$ cat src/rtl/blink_code_pkg.sv
package blink_code_pkg;

  // width of one code-length entry in the pattern table
  localparam int CodeLenW = 4;

  // strobes from frame control to the code datapath
  typedef struct packed {
    logic frameLoad;   // last slot ticking over: sample the flags now
  } blinkStrobe_t;

endpackage

$ cat src/rtl/blink_frame_ctrl.sv
module blink_frame_ctrl
  import blink_code_pkg::*;
#(
  parameter int SLOT_COUNT = 8,
  parameter int SLOT_W     = 3
) (
  input  logic              clk,
  input  logic              rstN,
  input  logic              slotTick,
  output logic [SLOT_W-1:0] slotIdx,
  output blinkStrobe_t      strobe
);

  localparam logic [SLOT_W-1:0] LastSlot = SLOT_W'(SLOT_COUNT - 1);

  logic lastSlot;

  assign lastSlot = (slotIdx == LastSlot);

  always_comb begin
    strobe           = '0;
    strobe.frameLoad = slotTick && lastSlot;
  end

  always_ff @(posedge clk) begin
    if (!rstN) begin
      slotIdx <= '0;
    end else if (slotTick) begin
      slotIdx <= lastSlot ? '0 : slotIdx + SLOT_W'(1);
    end
  end

endmodule

$ cat src/rtl/blink_code_dp.sv
module blink_code_dp
  import blink_code_pkg::*;
#(
  parameter int                           NUM_COND    = 6,
  parameter int                           SLOT_W      = 3,
  parameter logic [NUM_COND*CodeLenW-1:0] CODE_LENS   = 24'h123458,
  parameter bit                           IDLE_FOLLOW = 1'b1,
  parameter bit                           IDLE_LEVEL  = 1'b0
) (
  input  logic                clk,
  input  logic                rstN,
  input  blinkStrobe_t        strobe,
  input  logic [SLOT_W-1:0]   slotIdx,
  input  logic [NUM_COND-1:0] condFlags,
  input  logic                userLed,
  output logic [CodeLenW-1:0] activeLen,
  output logic                activeValid,
  output logic                ledOut
);

  logic [CodeLenW-1:0] lenTab [NUM_COND];
  logic [CodeLenW-1:0] selLen;
  logic                selValid;
  logic                slotLit;
  logic                idleDrive;

  // unpack the pattern table, one entry per flag
  for (genvar g = 0; g < NUM_COND; g++) begin : g_tab
    assign lenTab[g] = CODE_LENS[g*CodeLenW +: CodeLenW];
  end

  // fixed-priority pick: scanning from the lowest priority up, a later hit wins
  always_comb begin
    selValid = 1'b0;
    selLen   = '0;
    for (int i = NUM_COND - 1; i >= 0; i--) begin
      if (condFlags[i]) begin
        selValid = 1'b1;
        selLen   = lenTab[i];
      end
    end
  end

  // latched code: changes only at the frame boundary
  always_ff @(posedge clk) begin
    if (!rstN) begin
      activeValid <= 1'b0;
      activeLen   <= '0;
    end else if (strobe.frameLoad) begin
      activeValid <= selValid;
      activeLen   <= selValid ? selLen : '0;
    end
  end

  assign slotLit   = CodeLenW'(slotIdx) < activeLen;
  assign idleDrive = IDLE_FOLLOW ? userLed : IDLE_LEVEL;
  assign ledOut    = activeValid ? slotLit : idleDrive;

endmodule

$ cat src/rtl/blink_code_led.sv
module blink_code_led
  import blink_code_pkg::*;
#(
  parameter int                           NUM_COND    = 6,
  parameter int                           SLOT_COUNT  = 8,
  parameter logic [NUM_COND*CodeLenW-1:0] CODE_LENS   = 24'h123458,
  parameter bit                           IDLE_FOLLOW = 1'b1,
  parameter bit                           IDLE_LEVEL  = 1'b0
) (
  input  logic                clk,
  input  logic                rstN,
  input  logic                slotTick,
  input  logic [NUM_COND-1:0] condFlags,
  input  logic                userLed,
  output logic                ledOut
);

  localparam int SLOT_W = $clog2(SLOT_COUNT);

  logic [SLOT_W-1:0]   slotIdx;
  blinkStrobe_t        strobe;
  logic [CodeLenW-1:0] activeLen;
  logic                activeValid;

  blink_frame_ctrl #(
    .SLOT_COUNT(SLOT_COUNT),
    .SLOT_W    (SLOT_W)
  ) ctrl_i (
    .clk     (clk),
    .rstN    (rstN),
    .slotTick(slotTick),
    .slotIdx (slotIdx),
    .strobe  (strobe)
  );

  blink_code_dp #(
    .NUM_COND   (NUM_COND),
    .SLOT_W     (SLOT_W),
    .CODE_LENS  (CODE_LENS),
    .IDLE_FOLLOW(IDLE_FOLLOW),
    .IDLE_LEVEL (IDLE_LEVEL)
  ) dp_i (
    .clk        (clk),
    .rstN       (rstN),
    .strobe     (strobe),
    .slotIdx    (slotIdx),
    .condFlags  (condFlags),
    .userLed    (userLed),
    .activeLen  (activeLen),
    .activeValid(activeValid),
    .ledOut     (ledOut)
  );

endmodule

$ cat config.mk
export PLATFORM = sky130hd
export DESIGN_NAME = blink_code_led
export DESIGN_NICKNAME = d
export VERILOG_FILES = /design/src/rtl/blink_code_pkg.sv /design/src/rtl/blink_frame_ctrl.sv /design/src/rtl/blink_code_dp.sv /design/src/rtl/blink_code_led.sv
export SDC_FILE = /design/constraint.sdc
export NUM_CORES = 1
export LEC_CHECK = 0
export ABC_AREA = 1
export BUFFER_PORTS_ARGS = -buffer_cell sky130_fd_sc_hd__buf_2
export CAP_MARGIN = 20
export CORE_AREA = 2 2 39 41
export CTS_CLUSTER_SIZE = 25
export DETAILED_ROUTE_END_ITERATION = 8
export DIE_AREA = 0 0 41 43
export GPL_TIMING_DRIVEN = 0
export MAX_ROUTING_LAYER = met4
export PLACE_DENSITY = 0.6
export RECOVER_POWER = 50
export SLEW_MARGIN = 5
export SYNTH_ARGS = -nofsm -noshare
export SYNTH_HDL_FRONTEND = slang
export SYNTH_HIERARCHICAL = 1
export SYNTH_SLANG_ARGS = --single-unit
$ cat constraint.sdc
create_clock -name clk -period 1.8 [get_ports clk]
set_input_delay 0.27 -clock clk [delete_from_list [all_inputs] [get_ports clk]]
set_output_delay 0.27 -clock clk [all_outputs]
set_load 0.02 [all_outputs]
# Word-level counts from Yosys, hierarchy flattened
# Index checks and enable logic that the tools add are counted.
totals:
  latchBits: 0
  output_inout_bits: 1
  mem_bits_rw: 0
  memories: 0
  ff_bits: 8
  elab_cells: 22
  mem_bits_ro: 0
op_classes:
  n_reduce_logical: 1
  muxes: 15
  div: 0
  magnitude_cmp: 1
  addsub: 1
  n_eq_ne: 1
  bitwise: 0
  n_mul: 0
  shifts: 0
ops:
  columns: ["operator", "count"]
  rows:
  - ["3-bit 2-to-1 mux", 3]
  - ["1-bit 2-to-1 mux", 8]
  - ["4-bit 2-to-1 mux", 2]
  - ["3-bit by 4-bit < comparator with 1-bit output", 1]
  - ["2-bit 2-to-1 mux", 2]
  - ["3-bit by 1-bit adder with 3-bit output (second input constant)", 1]
  - ["3-bit equality test (second input constant)", 1]
  - ["1-bit logical AND", 1]

# Longest topological paths before layout
depth:
  word_depth: 7
  ltp_mapped: 10
  ltp_nobuf: 10

# Cells and area by module
# Netlist, hierarchy kept.
by_module_without_submodules:
  columns: ["mod", "area_per_inst_um2", "seq_area_each_um2", "cells_each", "instances"]
  rows:
  - ["blink_code_dp", 320.3, 100.1, 49, 1]
  - ["blink_frame_ctrl", 148.9, 60.1, 20, 1]

# Worst setup path before layout
# No wires, ideal clock.
synth_path:
  path_type: "reg2out"
  from: "reg dp_i.activeLen[1]"
  to: "out ledOut"
  t_arrival_ps: 985
  path_stages_with_launch: 8
  slack_ps: 545
  cell_sequence: "dfxtp_1 -> inv_1 -> ha_1 -> o21ai_0 -> nand2_1 -> nand3_1 -> nand3_1 -> nand2_1"
synth_between:
  elab_chain_cells: 2
synth_lines:
  columns: ["element", "line_no", "source"]
  rows:
  - ["from (decl)", "blink_code_dp.sv:16", "output logic [CodeLenW-1:0] activeLen,"]
  - ["from (signal assigned)", "blink_code_dp.sv:51", "activeLen <= selValid ? selLen : '0;"]
  - ["3-bit by 4-bit < comparator with 1-bit output", "blink_code_dp.sv:55", "assign slotLit = CodeLenW'(slotIdx) < activeLen;"]
  - ["1-bit 2-to-1 mux", "blink_code_dp.sv:57", "assign ledOut = activeValid ? slotLit : idleDrive;"]
  - ["to (decl)", "blink_code_led.sv:15", "output logic ledOut"]
# Every way passes these cells.

# Worst setup path in the final report
# Ends and elaborated chain as after synthesis.

==> impl_metrics.json <==
{
  "synthTopCellsByArea": "dfxtp_1, nand2_1, inv_1",
  "slowest_delay_ns": 0.33,
  "io_pins": 11,
  "ctsResizeCount": 0,
  "first_global_vias": 391,
  "syn_inst": 69,
  "crit_start": "dp_i/activeLen[1]$_SDFFE_PN0P_",
  "synthSimpleGateAreaFrac_pct": 28.3,
  "peakVddDrop_mv": 0.272,
  "fillCellCount": 150,
  "setup_viol": 0,
  "clockRootBuffer": "clkbuf_4",
  "layout-drive-gt1-share_pct": 19.5,
  "synth_compound_area_share_pct": 13.3,
  "routabilityCongestion": 0.684,
  "cts_hold_buf": 0,
  "cts_max_level": 1,
  "hold_path.class": "input port to flop",
  "synthArstFlopShare_pct": 0,
  "fin_util_pct": 40.3,
  "start_kind": "flop",
  "fin_crit_ns": 1.62,
  "dieArea_um2": 1760,
  "synth.avg_cell_area_um2": 6.80,
  "yosysSeqAreaShare_pct": 34.1,
  "rsz0062_at_grt": "false",
  "synth-seq-cells": 8,
  "grt_usage_pct": 12.9,
  "synth_top_cell_by_area": "dfxtp_1",
  "cts.path.max_buffers": 2,
  "synth_common_cells": "nand2_1, inv_1, dfxtp_1, nor2_1, ha_1",
  "ant_nets": 0,
  "synth_xor_area_share_pct": 0,
  "power_leakage_nw": 0.279,
  "firstDrtPassIters": 4,
  "maxCapViolations": 0,
  "synthAdderAreaFrac_pct": 10.7,
  "finalWirelength_um": 809,
  "grt_overflow_total": 0,
  "drt-initial-drc-count": 6,
  "min_period_over_period_pct": 89.9,
  "initial_utilization_pct": 33.9,
  "viasPerCell": 4.23,
  "synth.distinct_cells": 15,
  "grt_pass1_wl_um": 1440,
  "slowest_stage": "dfxtp_1",
  "synth.mux.area_fraction_pct": 0,
  "row_count": 14,
  "timing.rr.start": "ctrl_i/slotIdx[0]$_SDFFE_PN0P_",
  "run_status": "finished clean",
  "postCtsSetupBuffers": 0,
  "drv_slew": 0,
  "cts_tree": "yes",
  "crit_path_end_kind": "output port",
  "cp.arrival_ns": 1.35,
  "routedWlPerCell_um": 8.26,
  "via_count": 415,
  "crit_chain": "inv_1, ha_1, o21ai_0, nand2_1, nand3_1, nand3_1, nand2_1, buf_2",
  "final_nets": 98,
  "worst_slack_ns": 0.182,
  "insertion_delay_ns": 0.25,
  "power_density_nw_per_um2": 667,
  "final.setup.tns_ns": 0,
  "clk_transition_reported_paths_ns": 0.05,
  "worst_pin_slew_ns": 0.255,
  "drc": 0,
  "hold_start": "rstN",
  "cts.sinks": 8,
  "worstPathRequired_ns": 1.53,
  "hold_viol": 0,
  "worst-setup-path-type": "flop to output port",
  "synthesis.area_um2": 469,
  "path_max_fanout": 2,
  "relSlewSlack_pct": 83.0,
  "hpwl_um": 625,
  "synth_top_family_by_area": "simple AND/OR/NAND/NOR gates",
  "dieWidth_um": 41,
  "fp.coreArea_um2": 1380,
  "n_antenna_cell": 0,
  "synth_edf_count": 0,
  "io_buffer_count": 10,
  "cts_made_buffers": 3,
  "max_freq_mhz": 618,
  "post-place-ws_ns": 0.440,
  "die_y_um": 43,
  "synth_ff_type": "dfxtp_1",
  "yosys_warnings": 6,
  "yosysMostFrequentCell": "nand2_1",
  "yosys.area.top_type_share_pct": 34.1,
  "fin_skew_ns": 0.00203,
  "area_growth_pct": 18.9,
  "antenna_found_initial": 0,
  "synth_nets": 83,
  "grt_max_degree": 8,
  "rrSetupSlack_ns": 0.40
}
==> cell families after synthesis <==
| kind of cell | after synthesis |
|---|---|
| and+or+nand+nor | 30 |
| adders and majority gates | 4 |
| DFF | 8 |
| AOI/OAI and AO/OA | 10 |
| buffers and inverters | 17 |
==> sequential cells by signal, summed over array words and instances, names as in the netlist <==
register and count:
dp_i/activeValid 1, ctrl_i/slotIdx 3, dp_i/activeLen 4
==> area by class of cell <==
type / instances / area [um2] / area share [%]
multi-input cells: 44 / 241 / 43.3
flip-flops and latches: 8 / 160 / 28.7
inverters: 17 / 63.8 / 11.4
repair buffers: 10 / 50.0 / 8.97
clock buffers: 3 / 22.5 / 4.04
well taps: 16 / 20.0 / 3.59
==> final timing paths <==
kind,to,depth (start not counted)
max,ledOut,8
min,ctrl_i/slotIdx[0]$_SDFFE_PN0P_,3
max reg2reg,dp_i/activeLen[0]$_SDFFE_PN0P_,10
min reg2reg,dp_i/activeLen[2]$_SDFFE_PN0P_,2
==> stage by stage <==
step	area [um2]	hold slack, ns	instances	power [mW]
floorplan	469	0.406	69	0.222
CTS	562	0.288	98	0.381
detailed placement	539	0.460	95	0.243
global route	558	0.297	98	0.402
global placement	539	0.454	95	0.243
finish	558	0.290	98	0.372
==> power by group <==
| part | internal [mW] | switching (mW) |
|---|---|---|
| registers | 0.183 | 0.00520 |
| clock network | 0.0761 | 0.0579 |
| logic | 0.0220 | 0.0277 |
==> worst max-delay path: cells and delay by family (launching register included) <==
family                     cells  cell delay [ns]
and+or+nand+nor                4             0.25
AOI/OAI and AO/OA              1             0.07
adders and majority gates      1             0.26
DFF                            1             0.33
buffers and inverters          2             0.19
==> metal layers <==
| metal | GRT usage (%) | vias up | share of wire (%) |
|---|---|---|---|
| met1 | 15.6 | 165 | 51 |
| met2 | 17.5 | 10 | 44 |
| met4 | 12.0 | 0 | 2.3 |
| li1 | - | 238 | - |
| met3 | 1.57 | 2 | 2.8 |
| met5 | - | - | 0 |
==> layout by cell type (no fill, tap or decap), drive strengths merged <==
master  count
nand2      17
inv        17
buf        10
nor2        9
dfxtp       8
ha          4
a21oi       4
o21ai       4
clkbuf      3
nand3       3
a211oi      2
nand3b      1
No activity file was read; power rests on OpenSTA's default activity.
